`config.mk`:
```
export PLATFORM = sky130hd
export DESIGN_NAME = ring_pkt_decoder
export DESIGN_NICKNAME = d
export VERILOG_FILES = /design/src/rtl/ring_pkt_pkg.sv /design/src/rtl/rpd_hdr.sv /design/src/rtl/rpd_cmp.sv /design/src/rtl/rpd_tstamp.sv /design/src/rtl/ring_pkt_decoder.sv
export SDC_FILE = /design/constraint.sdc
export NUM_CORES = 1
export LEC_CHECK = 0
export ABC_AREA = 1
export ABC_CLOCK_PERIOD_IN_PS = 12220
export BUFFER_PORTS_ARGS = -buffer_cell sky130_fd_sc_hd__buf_2
export CORE_MARGIN = 1.5
export CORE_UTILIZATION = 40
export CTS_BUF_LIST = sky130_fd_sc_hd__clkbuf_16
export CTS_CLUSTER_DIAMETER = 150
export DETAILED_ROUTE_END_ITERATION = 10
export SKIP_LAST_GASP = 1
export SYNTH_ARGS = -nofsm -noshare
export SYNTH_HDL_FRONTEND = slang
export SYNTH_SLANG_ARGS = --single-unit
```
`constraint.sdc`:
```
create_clock -name clk_i -period 12.22 [get_ports clk_i]
set_clock_uncertainty 0.15 [all_clocks]
set_input_delay 0 -clock clk_i [delete_from_list [all_inputs] [get_ports clk_i]]
set_output_delay 0 -clock clk_i [all_outputs]
set_load 0.02 [all_outputs]
```
`src/rtl/ring_pkt_pkg.sv`:
```
package ring_pkt_pkg;
  typedef enum logic [3:0] {
    S_FETCH, S_RDWAIT, S_EXEC, S_WREAD, S_WRDATA, S_CMP, S_PAUSE, S_WR0, S_WR1, S_HALT
  } rpd_state_e;

  typedef enum logic [2:0] {
    K_SETREG, K_WAIT, K_REL, K_IB, K_ACQ, K_EVT, K_NONE
  } pkt_kind_e;

  localparam logic [2:0] FN_EQ    = 3'd3;
  localparam logic [2:0] FN_GEQ   = 3'd5;
  localparam logic [7:0] TS_EVENT = 8'h14;
  localparam int unsigned TS_W    = 64;
endpackage

```
`src/rtl/rpd_hdr.sv`:
```
module rpd_hdr import ring_pkt_pkg::*; #(
  parameter logic [7:0] OP_SETREG = 8'h76,
  parameter logic [7:0] OP_WAIT   = 8'h3c,
  parameter logic [7:0] OP_REL    = 8'h49,
  parameter logic [7:0] OP_IB     = 8'h3f,
  parameter logic [7:0] OP_ACQ    = 8'h58,
  parameter logic [7:0] OP_EVT    = 8'h46
) (
  input  logic [23:0] hdr_i,      // header word bits 31:8
  output logic        type_ok_o,
  output pkt_kind_e   kind_o,
  output logic        len_ok_o,
  output logic [15:0] len_o
);
  logic [13:0] n;
  logic [7:0]  op;
  assign n  = hdr_i[21:8];
  assign op = hdr_i[7:0];
  assign type_ok_o = (hdr_i[23:22] == 2'd3);

  always_comb begin
    if      (op == OP_SETREG) kind_o = K_SETREG;
    else if (op == OP_WAIT)   kind_o = K_WAIT;
    else if (op == OP_REL)    kind_o = K_REL;
    else if (op == OP_IB)     kind_o = K_IB;
    else if (op == OP_ACQ)    kind_o = K_ACQ;
    else if (op == OP_EVT)    kind_o = K_EVT;
    else                      kind_o = K_NONE;
  end

  always_comb begin
    len_ok_o = 1'b1;
    len_o    = 16'd1;
    unique case (kind_o)
      K_SETREG: len_o = 16'(n) + 16'd1;
      K_WAIT:   begin len_ok_o = (n == 14'd5); len_o = 16'd6; end
      K_REL:    begin len_ok_o = (n == 14'd6); len_o = 16'd7; end
      K_IB:     len_o = 16'd3;
      K_ACQ:    begin len_ok_o = (n == 14'd6); len_o = 16'd7; end
      K_EVT:    begin len_ok_o = (n == 14'd0); len_o = 16'd1; end
      default:  len_ok_o = 1'b0;
    endcase
  end
endmodule

```
`src/rtl/rpd_cmp.sv`:
```
module rpd_cmp import ring_pkt_pkg::*; #(
  parameter int unsigned DW = 32
) (
  input  logic [2:0]    func_i,
  input  logic [DW-1:0] val_i,
  input  logic [DW-1:0] ref_i,
  input  logic [DW-1:0] mask_i,
  output logic          pass_o,
  output logic          bad_o
);
  logic [DW-1:0] masked;
  assign masked = val_i & mask_i;

  always_comb begin
    pass_o = 1'b0;
    bad_o  = 1'b0;
    if      (func_i == FN_EQ)  pass_o = (masked == ref_i);
    else if (func_i == FN_GEQ) pass_o = (masked >= ref_i);
    else                       bad_o  = 1'b1;
  end
endmodule

```
`src/rtl/rpd_tstamp.sv`:
```
module rpd_tstamp #(
  parameter int unsigned W = 64
) (
  input  logic         clk_i,
  input  logic         rst_ni,
  output logic [W-1:0] cnt_o
);
  always_ff @(posedge clk_i or negedge rst_ni) begin
    if (!rst_ni) cnt_o <= '0;
    else         cnt_o <= cnt_o + W'(1);
  end
endmodule

```
`src/rtl/ring_pkt_decoder.sv`:
```
module ring_pkt_decoder import ring_pkt_pkg::*; #(
  parameter int unsigned AW         = 32,
  parameter int unsigned PW         = 32,
  parameter int unsigned RAW        = 16,
  parameter int unsigned RING_DEPTH = 1024,   // power of two, dwords
  parameter logic [7:0]  OP_SETREG  = 8'h76,
  parameter logic [7:0]  OP_WAIT    = 8'h3c,
  parameter logic [7:0]  OP_REL     = 8'h49,
  parameter logic [7:0]  OP_IB      = 8'h3f,
  parameter logic [7:0]  OP_ACQ     = 8'h58,
  parameter logic [7:0]  OP_EVT     = 8'h46
) (
  input  logic           clk_i,
  input  logic           rst_ni,
  input  logic [AW-1:0]  ring_base_i,
  input  logic [PW-1:0]  wptr_i,
  input  logic           retry_i,
  output logic [PW-1:0]  rptr_o,
  output logic           idle_o,
  output logic           paused_o,
  output logic           error_o,
  output logic           mem_req_o,
  output logic           mem_we_o,
  output logic [AW-1:0]  mem_addr_o,
  output logic [31:0]    mem_wdata_o,
  input  logic           mem_ready_i,
  input  logic           mem_rvalid_i,
  input  logic [31:0]    mem_rdata_i,
  output logic           reg_we_o,
  output logic [RAW-1:0] reg_addr_o,
  output logic [31:0]    reg_wdata_o
);
  localparam logic [PW-1:0] RING_MASK = PW'(RING_DEPTH - 1);
  localparam logic [PW-1:0] REWIND    = PW'(7);

  rpd_state_e     st_q;
  pkt_kind_e      kind_q;
  logic [PW-1:0]  rptr_q, ib_rptr_q, ib_size_q;
  logic [AW-1:0]  ib_base_q, w_addr_q;
  logic           in_ib_q, in_pkt_q;
  logic [15:0]    idx_q, rem_q;
  logic [31:0]    word_q, w_ref_q, w_mask_q, meas_q, vlo_q, vhi_q, wr_lo_q, wr_hi_q;
  logic [RAW-1:0] reg_off_q;
  logic [2:0]     w_func_q, r_sel_q;
  logic           w_mem_q;
  logic [7:0]     r_evt_q;

  // header decode, compare, timestamp
  logic        hdr_type_ok, hdr_len_ok;
  pkt_kind_e   hdr_kind;
  logic [15:0] hdr_len;
  logic        cmp_pass, cmp_bad;
  logic [TS_W-1:0] ts;

  rpd_hdr #(
    .OP_SETREG(OP_SETREG), .OP_WAIT(OP_WAIT), .OP_REL(OP_REL),
    .OP_IB(OP_IB), .OP_ACQ(OP_ACQ), .OP_EVT(OP_EVT)
  ) u_hdr (
    .hdr_i(word_q[31:8]), .type_ok_o(hdr_type_ok), .kind_o(hdr_kind),
    .len_ok_o(hdr_len_ok), .len_o(hdr_len)
  );

  rpd_cmp #(.DW(32)) u_cmp (
    .func_i(w_func_q), .val_i(meas_q), .ref_i(w_ref_q), .mask_i(w_mask_q),
    .pass_o(cmp_pass), .bad_o(cmp_bad)
  );

  rpd_tstamp #(.W(TS_W)) u_ts (.clk_i(clk_i), .rst_ni(rst_ni), .cnt_o(ts));

  // fetch source
  logic [PW-1:0] cur_ptr, cur_lim;
  logic [AW-1:0] fetch_addr;
  logic          have_word, last_body;

  assign cur_ptr    = in_ib_q ? ib_rptr_q : rptr_q;
  assign cur_lim    = in_ib_q ? ib_size_q : wptr_i;
  assign have_word  = cur_ptr < cur_lim;
  assign fetch_addr = in_ib_q ? ib_base_q + AW'(ib_rptr_q)
                              : ring_base_i + AW'(rptr_q & RING_MASK);
  assign last_body  = (rem_q == 16'd1);

  always_comb begin
    mem_req_o   = 1'b0;
    mem_we_o    = 1'b0;
    mem_addr_o  = fetch_addr;
    mem_wdata_o = wr_lo_q;
    unique case (st_q)
      S_FETCH: mem_req_o = in_pkt_q || have_word;
      S_WREAD: begin mem_req_o = 1'b1; mem_addr_o = w_addr_q; end
      S_WR0:   begin mem_req_o = 1'b1; mem_we_o = 1'b1; mem_addr_o = w_addr_q; end
      S_WR1:   begin
        mem_req_o = 1'b1; mem_we_o = 1'b1;
        mem_addr_o = w_addr_q + AW'(1); mem_wdata_o = wr_hi_q;
      end
      default: ;
    endcase
  end

  assign reg_we_o    = (st_q == S_EXEC) && in_pkt_q && (kind_q == K_SETREG) && (idx_q != 16'd0);
  assign reg_addr_o  = reg_off_q + RAW'(idx_q - 16'd1);
  assign reg_wdata_o = word_q;
  assign rptr_o      = rptr_q;
  assign paused_o    = (st_q == S_PAUSE);
  assign error_o     = (st_q == S_HALT);
  assign idle_o      = (st_q == S_FETCH) && !in_pkt_q && !in_ib_q && !have_word;

  always_ff @(posedge clk_i or negedge rst_ni) begin
    if (!rst_ni) begin
      st_q <= S_FETCH;     kind_q <= K_NONE;
      rptr_q <= '0;        ib_rptr_q <= '0;   ib_size_q <= '0;
      ib_base_q <= '0;     w_addr_q <= '0;
      in_ib_q <= 1'b0;     in_pkt_q <= 1'b0;
      idx_q <= '0;         rem_q <= '0;
      word_q <= '0;        w_ref_q <= '0;     w_mask_q <= '0;  meas_q <= '0;
      vlo_q <= '0;         vhi_q <= '0;       wr_lo_q <= '0;   wr_hi_q <= '0;
      reg_off_q <= '0;     w_func_q <= '0;    r_sel_q <= '0;
      w_mem_q <= 1'b0;     r_evt_q <= '0;
    end else begin
      unique case (st_q)
        S_FETCH: begin
          if (!in_pkt_q && !have_word && in_ib_q) begin
            in_ib_q <= 1'b0;                 // indirect buffer drained
          end else if (mem_req_o && mem_ready_i) begin
            if (in_ib_q) ib_rptr_q <= ib_rptr_q + PW'(1);
            else         rptr_q    <= rptr_q + PW'(1);
            st_q <= S_RDWAIT;
          end
        end
        S_RDWAIT: if (mem_rvalid_i) begin
          word_q <= mem_rdata_i;
          st_q   <= S_EXEC;
        end
        S_EXEC: begin
          if (!in_pkt_q) begin
            if (!hdr_type_ok || hdr_kind == K_NONE || !hdr_len_ok) begin
              st_q <= S_HALT;
            end else begin
              kind_q <= hdr_kind; rem_q <= hdr_len; idx_q <= '0;
              in_pkt_q <= 1'b1;   st_q <= S_FETCH;
            end
          end else begin
            idx_q <= idx_q + 16'd1;
            rem_q <= rem_q - 16'd1;
            st_q  <= S_FETCH;
            if (last_body) in_pkt_q <= 1'b0;
            unique case (kind_q)
              K_SETREG: if (idx_q == 16'd0) reg_off_q <= word_q[RAW-1:0];
              K_WAIT: begin
                case (idx_q)
                  16'd0: begin w_func_q <= word_q[2:0]; w_mem_q <= word_q[4]; end
                  16'd1: w_addr_q <= AW'(word_q);
                  16'd3: w_ref_q  <= word_q;
                  16'd4: w_mask_q <= word_q;
                  16'd5: begin
                    meas_q <= w_ref_q;
                    st_q   <= w_mem_q ? S_WREAD : S_CMP;
                  end
                  default: ;
                endcase
              end
              K_REL: begin
                case (idx_q)
                  16'd0: r_evt_q  <= word_q[7:0];
                  16'd1: r_sel_q  <= word_q[31:29];
                  16'd2: w_addr_q <= AW'(word_q);
                  16'd4: vlo_q    <= word_q;
                  16'd5: vhi_q    <= word_q;
                  16'd6: begin
                    if (r_sel_q == 3'd1 || r_sel_q == 3'd2) begin
                      wr_lo_q <= vlo_q; wr_hi_q <= vhi_q; st_q <= S_WR0;
                    end else if (r_sel_q == 3'd3 && r_evt_q == TS_EVENT) begin
                      wr_lo_q <= ts[31:0]; wr_hi_q <= ts[63:32]; st_q <= S_WR0;
                    end else begin
                      st_q <= S_HALT;
                    end
                  end
                  default: ;
                endcase
              end
              K_IB: begin
                case (idx_q)
                  16'd0: w_addr_q <= AW'(word_q);
                  16'd2: begin
                    if (in_ib_q) begin
                      st_q <= S_HALT;          // one nesting level only
                    end else begin
                      ib_base_q <= w_addr_q;
                      ib_size_q <= PW'(word_q[22:0]);
                      ib_rptr_q <= '0;
                      in_ib_q   <= 1'b1;
                    end
                  end
                  default: ;
                endcase
              end
              default: ;
            endcase
          end
        end
        S_WREAD:  if (mem_ready_i) st_q <= S_WRDATA;
        S_WRDATA: if (mem_rvalid_i) begin
          meas_q <= mem_rdata_i;
          st_q   <= S_CMP;
        end
        S_CMP: begin
          if (cmp_bad) begin
            st_q <= S_HALT;
          end else if (cmp_pass) begin
            st_q <= S_FETCH;
          end else begin
            if (in_ib_q) ib_rptr_q <= ib_rptr_q - REWIND;
            else         rptr_q    <= rptr_q - REWIND;
            st_q <= S_PAUSE;
          end
        end
        S_PAUSE: if (retry_i) st_q <= S_FETCH;
        S_WR0:   if (mem_ready_i) st_q <= S_WR1;
        S_WR1:   if (mem_ready_i) st_q <= S_FETCH;
        S_HALT:  ;
        default: st_q <= S_HALT;
      endcase
    end
  end


  ptr_step_chk: assert property (@(posedge clk_i) disable iff (!rst_ni)
    (rptr_q != $past(rptr_q)) |->
      (rptr_q == $past(rptr_q) + PW'(1) || rptr_q == $past(rptr_q) - REWIND));


  err_sticky_chk: assert property (@(posedge clk_i) disable iff (!rst_ni)
    error_o |=> error_o);


  err_quiet_chk: assert property (@(posedge clk_i) disable iff (!rst_ni)
    error_o |-> (!mem_req_o && !reg_we_o));


  pause_hold_chk: assert property (@(posedge clk_i) disable iff (!rst_ni)
    (paused_o && !retry_i) |=> (paused_o && $stable(rptr_o)));


  req_hold_chk: assert property (@(posedge clk_i) disable iff (!rst_ni)
    (mem_req_o && !mem_ready_i) |=>
      (mem_req_o && $stable(mem_addr_o) && $stable(mem_we_o) && $stable(mem_wdata_o)));
endmodule

```
==> impl_metrics.env <==
export IMPL_use_met1_pct=38.8
export IMPL_area_growth_pct=13.8
export IMPL_ctsResizeCount=0
export IMPL_fp_coreArea_um2=87200
export IMPL_fp_dieH_um=300
export IMPL_synth_edff_count=0
export IMPL_die_x_um=300
export IMPL_drive_above_1_share_pct=9.78
export IMPL_cp_max_fo=76
export IMPL_via_count=33300
export IMPL_ys_flop_type="dfrtp_1"
export IMPL_tightest_slew_ps=1170
export IMPL_critPathMaxStageDelay_ps=660
export IMPL_wl_per_cell_um=19.3
export IMPL_p_leak_nw=20.0
export IMPL_grtUsageMet3_pct=3.18
export IMPL_start_util_pct=40.6
export IMPL_grt_pass1_vias=31300
export IMPL_critPathKind="reg2reg"
export IMPL_avgViaCountPerCell=5.36
export IMPL_synth_seq_cells=543
export IMPL_synthCells=4763
export IMPL_finalCritPeriodShare_pct=42.1
export IMPL_hpwl_mm=88.8
export IMPL_grtUsageTotal_pct=26.4
export IMPL_rsz0062_at_grt="false"
export IMPL_synth_warning_count=0
export IMPL_vdd_drop_max_uv=170
export IMPL_setup_tns_final_ps=0
export IMPL_ios=251
export IMPL_dr_first_iter_drc_count=2907
export IMPL_maxSlewViolCount=0
export IMPL_gp_congestion=0.955
export IMPL_layout_commonest_cell="nand2_1"
export IMPL_path_clk_slew_ps=70
export IMPL_ys_async_sr_fraction_pct=100
export IMPL_slowest_stage="buf_4"
export IMPL_io_buffers=250
export IMPL_maxCapViolCount=0
export IMPL_hold_viol_final=0
export IMPL_grt_antenna_before_repair=9
export IMPL_cts_buffer_depth=3
export IMPL_critPathRequiredTime_ps=12610
export IMPL_postSynthAreaPerCell_um2=7.43
export IMPL_final_nets=5308
export IMPL_drc_errors=0
export IMPL_arrival_ps=5540
export IMPL_cp_common_cell="nand2_1"
export IMPL_die_area_um2=90200
export IMPL_hp_class="in2reg"
export IMPL_rows=108
export IMPL_antenna_left=0
export IMPL_numCtsBuffers=60
export IMPL_max_freq_ghz=0.194
export IMPL_syn_nets=5068
export IMPL_crit_path_cell_trace="inv_2, buf_4, nand2_1, ha_1, a21oi_1, o21ai_0, nand2_1, o211ai_1, a31oi_1, nand2_1, nand2_1, nand2_1, nand2_1, nand2_1, nand2_2, buf_4, nand2_2, nand2_1, nand2_1"
export IMPL_seq_area_frac_synth_pct=38.4
export IMPL_worstSkewPairLatency_ps=660
export IMPL_syn_cell_area_um2=35400
export IMPL_fin_util_pct=46.2
export IMPL_tritoncts="built"
export IMPL_power_density_nw_per_um2=150
export IMPL_start_kind="flip-flop"
export IMPL_final_cell_mix="1354 x nand2_1, 554 x o21ai_0, 540 x dfrtp_1, 522 x inv_1, 263 x nor2_1"
export IMPL_status="complete, no violations"
export IMPL_root_buffer="clkbuf_16"
export IMPL_clock_sinks=543
export IMPL_wirelength_mm=120
export IMPL_synth_distinct_cells=69
export IMPL_slew_headroom_pct=22.0
export IMPL_htreeDepth=2
export IMPL_finalSetupViolCount=0
export IMPL_critPathCaptureType="flip-flop"
export IMPL_fin_crit_ps=5150
export IMPL_grt_busiest_layer="met2"
export IMPL_grt_pass1_wl_mm=186
export IMPL_drt_first_pass_iters=5
export IMPL_grt_overflow_total=0
export IMPL_use_met2_pct=41.3
export IMPL_grt_max_degree=87
## worst max-delay path: cells and delay by family, from the launching register on
kind | cells | cell delay [ps]
simple gates | 11 | 1870
buf+inv | 3 | 1410
flops | 1 | 650
compound gates | 4 | 520
fa+ha+maj | 1 | 330
## worst paths after layout
check                                      from              end  slack, ps  depth (start not counted)
min in group asynchronous                rst_ni       rptr_o[12]        430                          4
worst max register to register          in_ib_q       rptr_o[30]       7070                         19
max in group asynchronous                rst_ni      wr_lo_q[12]       9030                          6
worst min-delay path            mem_rdata_i[16]  reg_wdata_o[16]         50                          4
worst min register to register   u_ts.cnt_o[20]   u_ts.cnt_o[20]        320                          1
worst max-delay path                    in_ib_q       rptr_o[30]       7070                         19
## sequential cells by signal, summed over array words and instances, names as in the netlist, 8 cells and up
register	flops
vlo_q	32
wr_hi_q	32
u_ts.cnt_o	64
vhi_q	32
reg_off_q	16
w_addr_q	32
rptr_o	32
meas_q	32
idx_q	16
ib_size_q	23
ib_rptr_q	32
wr_lo_q	32
ib_base_q	32
w_mask_q	32
w_ref_q	32
r_evt_q	8
reg_wdata_o	32
rem_q	16
## routing by layer
layer | wire (µm) | vias up
li1 | - | 16200
met5 | 13 | -
met4 | 2880 | 2
met1 | 55900 | 15900
met3 | 8070 | 148
met2 | 53200 | 1027
## kinds of logic (layout without fill, tap and decap cells)
logic type / count (synthesis) / in the layout / synth area share [%]
AOI/OAI and AO/OA: 992 / 992 / 15.7
xor gates and xnor gates: 167 / 167 / 4.14
adders and majority gates: 204 / 204 / 7.28
buffers and inverters: 688 / 978 / 7.63
DFF: 543 / 543 / 38.4
muxes: 48 / 48 / 1.36
other: 0 / 1 / 0
and+or+nand+nor: 2121 / 2121 / 25.5
## through the flow
stage / area [µm²] / std cells / power [mW] / hold WS (ps) / setup slack [ps]
final: 40200 / 6209 / 6.05 / 45.5 / 7070
after global routing: 40200 / 6208 / 6.35 / 62.0 / 6600
after CTS: 40200 / 6208 / 6.07 / 6.40 / 7190
after detailed placement: 37600 / 6039 / 4.19 / -93.5 / 7200
after global placement: 37600 / 6039 / 4.18 / -94.8 / 7290
after floorplan: 35400 / 4763 / 3.35 / -446 / 8040
## area by class of cell
cell class | count | area (µm²)
Fill cell | 8905 | 46900
Multi-Input combinational cell | 3532 | 19100
Sequential cell | 543 | 13600
Timing Repair Buffer | 334 | 2050
Inverter | 532 | 2000
Clock buffer | 60 | 1500
Tap cell | 1155 | 1450
Clock inverter | 52 | 499
Antenna cell | 1 | 2.50
## report_power, final
| group | internal, mW | total (mW) | leakage, nW | switching (mW) |
|---|---|---|---|---|
| sequential | 1.95 | 2.20 | 7.42 | 0.246 |
| combinational | 0.545 | 2.00 | 11.6 | 1.46 |
| clock | 1.06 | 1.85 | 1.03 | 0.788 |
## cells in the mapped netlist, types with 15 or more instances
master / n / area (µm²)
nand4_1: 70 / 438
o21ai_0: 554 / 2770
inv_1: 509 / 1910
nand2_1: 1358 / 5100
o211ai_1: 29 / 218
clkbuf_1: 114 / 428
xnor2_1: 49 / 429
buf_2: 18 / 90.1
a21oi_1: 200 / 1000
dfrtp_1: 541 / 13500
nor3_1: 75 / 375
nor2_2: 17 / 106
mux2i_1: 48 / 480
a21o_1: 17 / 128
nand2_2: 20 / 125
o21bai_1: 25 / 188
a31oi_1: 15 / 93.8
xor2_1: 118 / 1030
o21a_1: 38 / 285
inv_2: 17 / 63.8
nor4_1: 36 / 225
nand3_1: 222 / 1110
o21ai_1: 28 / 140
nor2_1: 264 / 991
ha_1: 201 / 2510
## repair_timing
item,CTS,global route
hold buffers,57,0
setup endpoints to repair,0,0
endpoints found under the hold margin,184,0
setup buffers,0,0
Power figures use the tool's default switching activity.
